<file path="config.mk">
export PLATFORM = sky130hd
export DESIGN_NAME = pulse_frame_ctrl
export DESIGN_NICKNAME = d
export VERILOG_FILES = /design/src/rtl/pulse_frame_pkg.sv /design/src/rtl/prt_pri_timer.sv /design/src/rtl/prt_idx_counter.sv /design/src/rtl/pulse_frame_ctrl.sv
export SDC_FILE = /design/constraint.sdc
export NUM_CORES = 1
export LEC_CHECK = 0
export BUFFER_PORTS_ARGS = -buffer_cell sky130_fd_sc_hd__buf_2
export CAP_MARGIN = 20
export CORE_MARGIN = 3
export CORE_UTILIZATION = 35
export CTS_BUF_LIST = sky130_fd_sc_hd__clkbuf_4
export CTS_CLUSTER_DIAMETER = 120
export DETAILED_ROUTE_END_ITERATION = 16
export SYNTH_ARGS = -nofsm -noshare
export SYNTH_HDL_FRONTEND = slang
export SYNTH_SLANG_ARGS = --single-unit
</file>
<file path="constraint.sdc">
create_clock -name clk -period 2.4 [get_ports clk]
set_clock_uncertainty 0.05 [all_clocks]
set_input_delay 0.24 -clock clk [delete_from_list [all_inputs] [get_ports clk]]
set_output_delay 0.24 -clock clk [all_outputs]
set_load 0.01 [all_outputs]
</file>
<file path="src/rtl/pulse_frame_pkg.sv">
package pulse_frame_pkg;

    typedef enum logic {
        PH_FILL  = 1'b0,
        PH_DRAIN = 1'b1
    } phase_e;

    // Width of a counter that holds the values 0 .. n-1 (at least one bit)
    function automatic int unsigned idx_width(input int unsigned n);
        return (n > 1) ? $clog2(n) : 1;
    endfunction

    // Linear address of matrix element (row, col) for a row of row_len entries
    function automatic int unsigned mat_addr(input int unsigned row,
                                             input int unsigned col,
                                             input int unsigned row_len);
        return row * row_len + col;
    endfunction

endpackage

</file>
<file path="src/rtl/prt_pri_timer.sv">
module prt_pri_timer
    import pulse_frame_pkg::*;
#(
    parameter int unsigned PRI_CYC = 375000,
    parameter int unsigned TX_CYC  = 75000
) (
    input  logic clk,
    input  logic rst,
    output logic tx_gate
);
    localparam int unsigned CW = idx_width(PRI_CYC);

    logic [CW-1:0] cnt;

    always_ff @(posedge clk) begin
        if (rst)                          cnt <= '0;
        else if (cnt == CW'(PRI_CYC - 1)) cnt <= '0;
        else                              cnt <= cnt + CW'(1);
    end

    assign tx_gate = ({1'b0, cnt} < (CW + 1)'(TX_CYC));

    // the gate only opens at the start of an interval
    a_r1_gate_rise: assert property (@(posedge clk) disable iff (rst)
        $rose(tx_gate) |-> cnt == '0);

endmodule

</file>
<file path="src/rtl/prt_idx_counter.sv">
module prt_idx_counter
    import pulse_frame_pkg::*;
#(
    parameter int unsigned FAST_N = 16384,
    parameter int unsigned SLOW_N = 256
) (
    input  logic                           clk,
    input  logic                           rst,
    input  logic                           step,
    output logic [idx_width(FAST_N)-1:0]   fast,
    output logic [idx_width(SLOW_N)-1:0]   slow,
    output logic                           all_last
);
    localparam int unsigned FW = idx_width(FAST_N);
    localparam int unsigned SW = idx_width(SLOW_N);

    logic fast_end, slow_end;

    assign fast_end = (fast == FW'(FAST_N - 1));
    assign slow_end = (slow == SW'(SLOW_N - 1));
    assign all_last = fast_end && slow_end;

    always_ff @(posedge clk) begin
        if (rst) begin
            fast <= '0;
            slow <= '0;
        end else if (step) begin
            if (fast_end) begin
                fast <= '0;
                slow <= slow_end ? '0 : slow + SW'(1);
            end else begin
                fast <= fast + FW'(1);
            end
        end
    end

    // both indices stay inside the matrix bounds
    a_r3_idx_range: assert property (@(posedge clk) disable iff (rst)
        ({1'b0, fast} < (FW + 1)'(FAST_N)) && ({1'b0, slow} < (SW + 1)'(SLOW_N)));

endmodule

</file>
<file path="src/rtl/pulse_frame_ctrl.sv">
module pulse_frame_ctrl
    import pulse_frame_pkg::*;
#(
    parameter int unsigned PRI_CYC    = 375000,
    parameter int unsigned TX_CYC     = 75000,
    parameter int unsigned ROW_LEN    = 16384,
    parameter int unsigned NUM_PULSES = 256,
    parameter int unsigned ADDR_W     = idx_width(ROW_LEN * NUM_PULSES)
) (
    input  logic              clk,
    input  logic              rst,
    input  logic              smp_strobe,
    output logic              tx_gate,
    output logic              wr_en,
    output logic [ADDR_W-1:0] wr_addr,
    output logic              rd_en,
    output logic [ADDR_W-1:0] rd_addr,
    output logic              rd_col_last,
    output logic              frame_ready
);
    localparam int unsigned SW = idx_width(ROW_LEN);
    localparam int unsigned PW = idx_width(NUM_PULSES);

    phase_e        phase_q;
    logic          accept;
    logic          drain;
    logic [SW-1:0] w_samp;
    logic [PW-1:0] w_pulse;
    logic          w_all_last;
    logic [PW-1:0] r_pulse;
    logic [SW-1:0] r_col;
    logic          r_all_last;

    prt_pri_timer #(.PRI_CYC(PRI_CYC), .TX_CYC(TX_CYC)) u_timer (
        .clk(clk), .rst(rst), .tx_gate(tx_gate)
    );

    // Row-major writer: sample is the fast index, pulse the slow one
    prt_idx_counter #(.FAST_N(ROW_LEN), .SLOW_N(NUM_PULSES)) u_wr_idx (
        .clk(clk), .rst(rst), .step(accept),
        .fast(w_samp), .slow(w_pulse), .all_last(w_all_last)
    );

    // Column-major reader: pulse is the fast index, column the slow one
    prt_idx_counter #(.FAST_N(NUM_PULSES), .SLOW_N(ROW_LEN)) u_rd_idx (
        .clk(clk), .rst(rst), .step(drain),
        .fast(r_pulse), .slow(r_col), .all_last(r_all_last)
    );

    assign drain  = (phase_q == PH_DRAIN);
    assign accept = smp_strobe && !tx_gate && !drain;

    always_ff @(posedge clk) begin
        if (rst)                          phase_q <= PH_FILL;
        else if (!drain && accept && w_all_last) phase_q <= PH_DRAIN;
        else if (drain && r_all_last)     phase_q <= PH_FILL;
    end

    assign wr_en       = accept;
    assign wr_addr     = ADDR_W'(mat_addr(32'(w_pulse), 32'(w_samp), ROW_LEN));
    assign rd_en       = drain;
    assign rd_addr     = ADDR_W'(mat_addr(32'(r_pulse), 32'(r_col), ROW_LEN));
    assign rd_col_last = drain && (r_pulse == PW'(NUM_PULSES - 1));
    assign frame_ready = drain;

    // nothing is written inside the transmit window
    a_r2_no_write_in_tx: assert property (@(posedge clk) disable iff (rst)
        tx_gate |-> !wr_en);

    // writes are held off while the frame drains
    a_r7_no_write_in_drain: assert property (@(posedge clk) disable iff (rst)
        frame_ready |-> !wr_en);

    // consecutive writes within a frame use consecutive addresses
    a_r3_wr_step: assert property (@(posedge clk) disable iff (rst)
        (wr_en && !w_all_last) |=> wr_addr == $past(wr_addr) + ADDR_W'(1));

    // the final write of a frame starts the readout
    a_r4_ready_after_fill: assert property (@(posedge clk) disable iff (rst)
        (wr_en && w_all_last) |=> frame_ready);

    // within a column each read moves down one row
    a_r5_rd_step: assert property (@(posedge clk) disable iff (rst)
        (rd_en && !rd_col_last) |=> rd_addr == $past(rd_addr) + ADDR_W'(ROW_LEN));

    // the final read releases the memory for a new frame at address zero
    a_r7_release: assert property (@(posedge clk) disable iff (rst)
        (rd_en && r_all_last) |=> (!frame_ready && wr_addr == '0));

endmodule

</file>
==> impl_metrics.json <==
{
  "syn_area_um2": 3077,
  "cap_violations": 0,
  "yosysSeqAreaShare_pct": 41.64,
  "drive_gt1_share_pct": 20.00,
  "grt_pass1_vias": 2528,
  "htree_levels": 3,
  "cts-resized-gates": 1,
  "drt-pass1-iter-count": 4,
  "vias": 2811,
  "nets": 428,
  "clock_power_share_pct": 39.2,
  "antenna_cells": 0,
  "min_path_type": "input port to register",
  "cp_max_fo": 16,
  "p_comb_share_pct": 2.1,
  "arrival_ns": 1.93,
  "hold_start": "rst",
  "postSynthAreaPerCell_um2": 8.523,
  "grt_setup_unrepaired": "no",
  "grt_max_degree": 25,
  "fin_area_um2": 3606,
  "required_ns": 2.11,
  "instances_no_fill": 530,
  "dpl-instance-area_um2": 3467,
  "clockRootBuffer": "clkbuf_4",
  "r2r_start": "u_timer.cnt[16]",
  "synth_edf_count": 0,
  "crit_type": "register to output pin",
  "drc_errors": 0,
  "io_pins": 52,
  "portBuffers": 51,
  "leakagePower_nw": 1.370,
  "dieArea_um2": 9952,
  "p_per_area_nw_per_um2": 505.1,
  "power_mw": 1.821,
  "final_core_util_pct": 43.02,
  "swShare_pct": 23.09,
  "worst_setup_path_end_kind": "output pin",
  "die_x_um": 99.76,
  "layout_min_cycle_time_ns": 2.224,
  "grt_use_total_pct": 14.28,
  "max-slew-margin-rel_pct": 53.16,
  "status": "finished clean",
  "fin_hold_ws_ns": 0.2185,
  "grt_pass1_wl_um": 11630,
  "min_period_over_period_pct": 92.65,
  "synth_cell_types": 51,
  "p_int_mw": 1.401,
  "finalHoldViolations": 0,
  "place_inst": 514,
  "avgRoutedWirePerCell_um": 12.71,
  "slowest_delay_ns": 0.49,
  "cp-startpoint": "u_timer.cnt[15]",
  "ys_seq_elements": 64,
  "cts_tree": "built",
  "synthesis.nets": 369,
  "initial_core_util_pct": 36.71,
  "dp_hpwl_um": 4836,
  "hold_buffers": 0,
  "antenna_found_initial": 0,
  "maxSlewViolCount": 0,
  "fp.dieH_um": 99.76,
  "setup_slack_ns": 0.1763,
  "power.switching_uw": 420.6,
  "nFillCells": 844,
  "place.gp.congestion": 0.7742,
  "syn_inst": 361,
  "clockBufferDepth": 2,
  "irDropWorstVdd_mv": 0.1653,
  "cts_setup_buffers": 0,
  "critPathSlowestCell": "a21oi_2",
  "crit_chain": "nand4bb_1, nor3_1, a21oi_2, buf_2",
  "cp.buffers_inverters": 1,
  "drt-total-wl_um": 6738,
  "antenna_left": 0,
  "rows": 33,
  "clock_latency_ns": 0.41,
  "pwr-share-seq_pct": 58.7,
  "ys_warn_count": 0,
  "finalSetupTns_ns": 0,
  "numCtsBuffers": 9,
  "async_flop_share_pct": 0,
  "path_clk_slew_ns": 0.10,
  "fmax_mhz": 449.7,
  "worst_pin_slew_ns": 0.7026,
  "synth-main-ff-cell": "dfxtp_1",
  "grt_overflow_total": 0,
  "start_kind": "register",
  "setup_viol_count_final": 0,
  "vias_per_cell": 5.304,
  "clock_sinks": 64,
  "area_delta_synth_final_pct": 17.20,
  "fp.coreArea_um2": 8382,
  "dp_slack_ns": 0.2340,
  "crit_family": "compound AO/OA/AOI/OAI gates",
  "drt-initial-drc-count": 106
}
[layout by cell type (no fill, tap or decap), drive strengths merged, types with 3 or more instances in the layout]
master	n
a21oi	21
a31oi	3
and2	6
and3	8
and4	3
buf	61
clkbuf	10
clkinv	4
dfxtp	64
ha	5
inv	9
nand2	28
nand3	19
nand4	18
nor2	46
nor3	7
nor4	4
o21ai	18
o31ai	7
o41ai	3
or2	3
or3	12
or4	9
xnor2	10
xor2	24
[state kept, by name (all words and copies together), names as in the netlist]
name           cells
frame_ready        1
u_timer.cnt       19
u_wr_idx.fast     14
u_rd_idx.fast      8
u_wr_idx.slow      8
u_rd_idx.slow     14
[metal layers]
layer | share of wire, % | wire [µm] | track usage, % | up-vias
met5 | 0 | 0 | 0 | -
met4 | 1.3 | 87 | 4.517 | 0
met3 | 4.7 | 316 | 5.049 | 8
met2 | 47 | 3168 | 22.78 | 37
met1 | 47 | 3166 | 18.00 | 1336
li1 | - | - | - | 1430
[power groups by stage]
stage          clock network (mW)  registers [mW]  logic, mW
6_report                    0.714            1.07     0.0377
5_1_grt                     0.785            1.07     0.0432
4_1_cts                     0.745            1.07     0.0389
3_5_place_dp                    0            1.09     0.0389
3_3_place_gp                    0            1.09     0.0382
2_1_floorplan                   0            1.09     0.0258
[path summary, 6_finish.rpt]
kind / end / slack (ns) / depth (start not counted)
setup / recovery: tx_gate / 0.18 / 4
setup reg to reg: u_wr_idx.fast[4] / 0.25 / 6
hold reg to reg: u_timer.cnt[0] / 0.43 / 1
hold / removal: u_timer.cnt[2] / 0.22 / 2
[cells in the mapped netlist (all sizes together), types with 2 or more instances]
| cell type | number | share of area, % |
|---|---|---|
| dfxtp | 64 | 42 |
| nor2 | 46 | 5.6 |
| nand2 | 28 | 3.4 |
| xor2 | 24 | 6.8 |
| a21oi | 21 | 3.4 |
| nand3 | 19 | 3.1 |
| nand4 | 18 | 3.7 |
| o21ai | 18 | 3.1 |
| or3 | 12 | 2.4 |
| xnor2 | 10 | 2.8 |
| inv | 9 | 1.1 |
| or4 | 9 | 2.2 |
| and3 | 8 | 1.6 |
| clkbuf | 7 | 0.85 |
| nor3 | 7 | 1.1 |
| o31ai | 7 | 2.2 |
| and2 | 6 | 1.2 |
| buf | 6 | 1.5 |
| ha | 5 | 2.0 |
| nor4 | 4 | 1.3 |
| a31oi | 3 | 0.61 |
| and4 | 3 | 0.85 |
| o41ai | 3 | 0.85 |
| or2 | 3 | 0.61 |
| a22oi | 2 | 0.65 |
| mux2i | 2 | 0.65 |
| nand4b | 2 | 0.57 |
| o311ai | 2 | 0.57 |
| or4b | 2 | 0.65 |
[logic make-up after synthesis]
group	count (synthesis)	synth area share (%)
multiplexers	2	0.6507
XOR/XNOR	34	9.679
flip-flops	64	41.64
AO/OA/AOI/OAI	62	12.81
buffers and inverters	22	3.416
AND/OR/NAND/NOR	172	29.77
adder cells (fa/ha/maj)	5	2.033
[final cells by class]
type                       count  area, µm²  share of cell area, %
multi-input combinational    275       1694                  46.98
clock buffer                  10      75.07                  2.082
tap                          105      131.4                  3.643
clock inverter                 6      60.06                  1.666
timing repair buffer          61      330.3                  9.160
sequential                    64       1281                  35.53
inverter                       9      33.78                 0.9368
No activity file was read; power rests on OpenSTA's default activity.
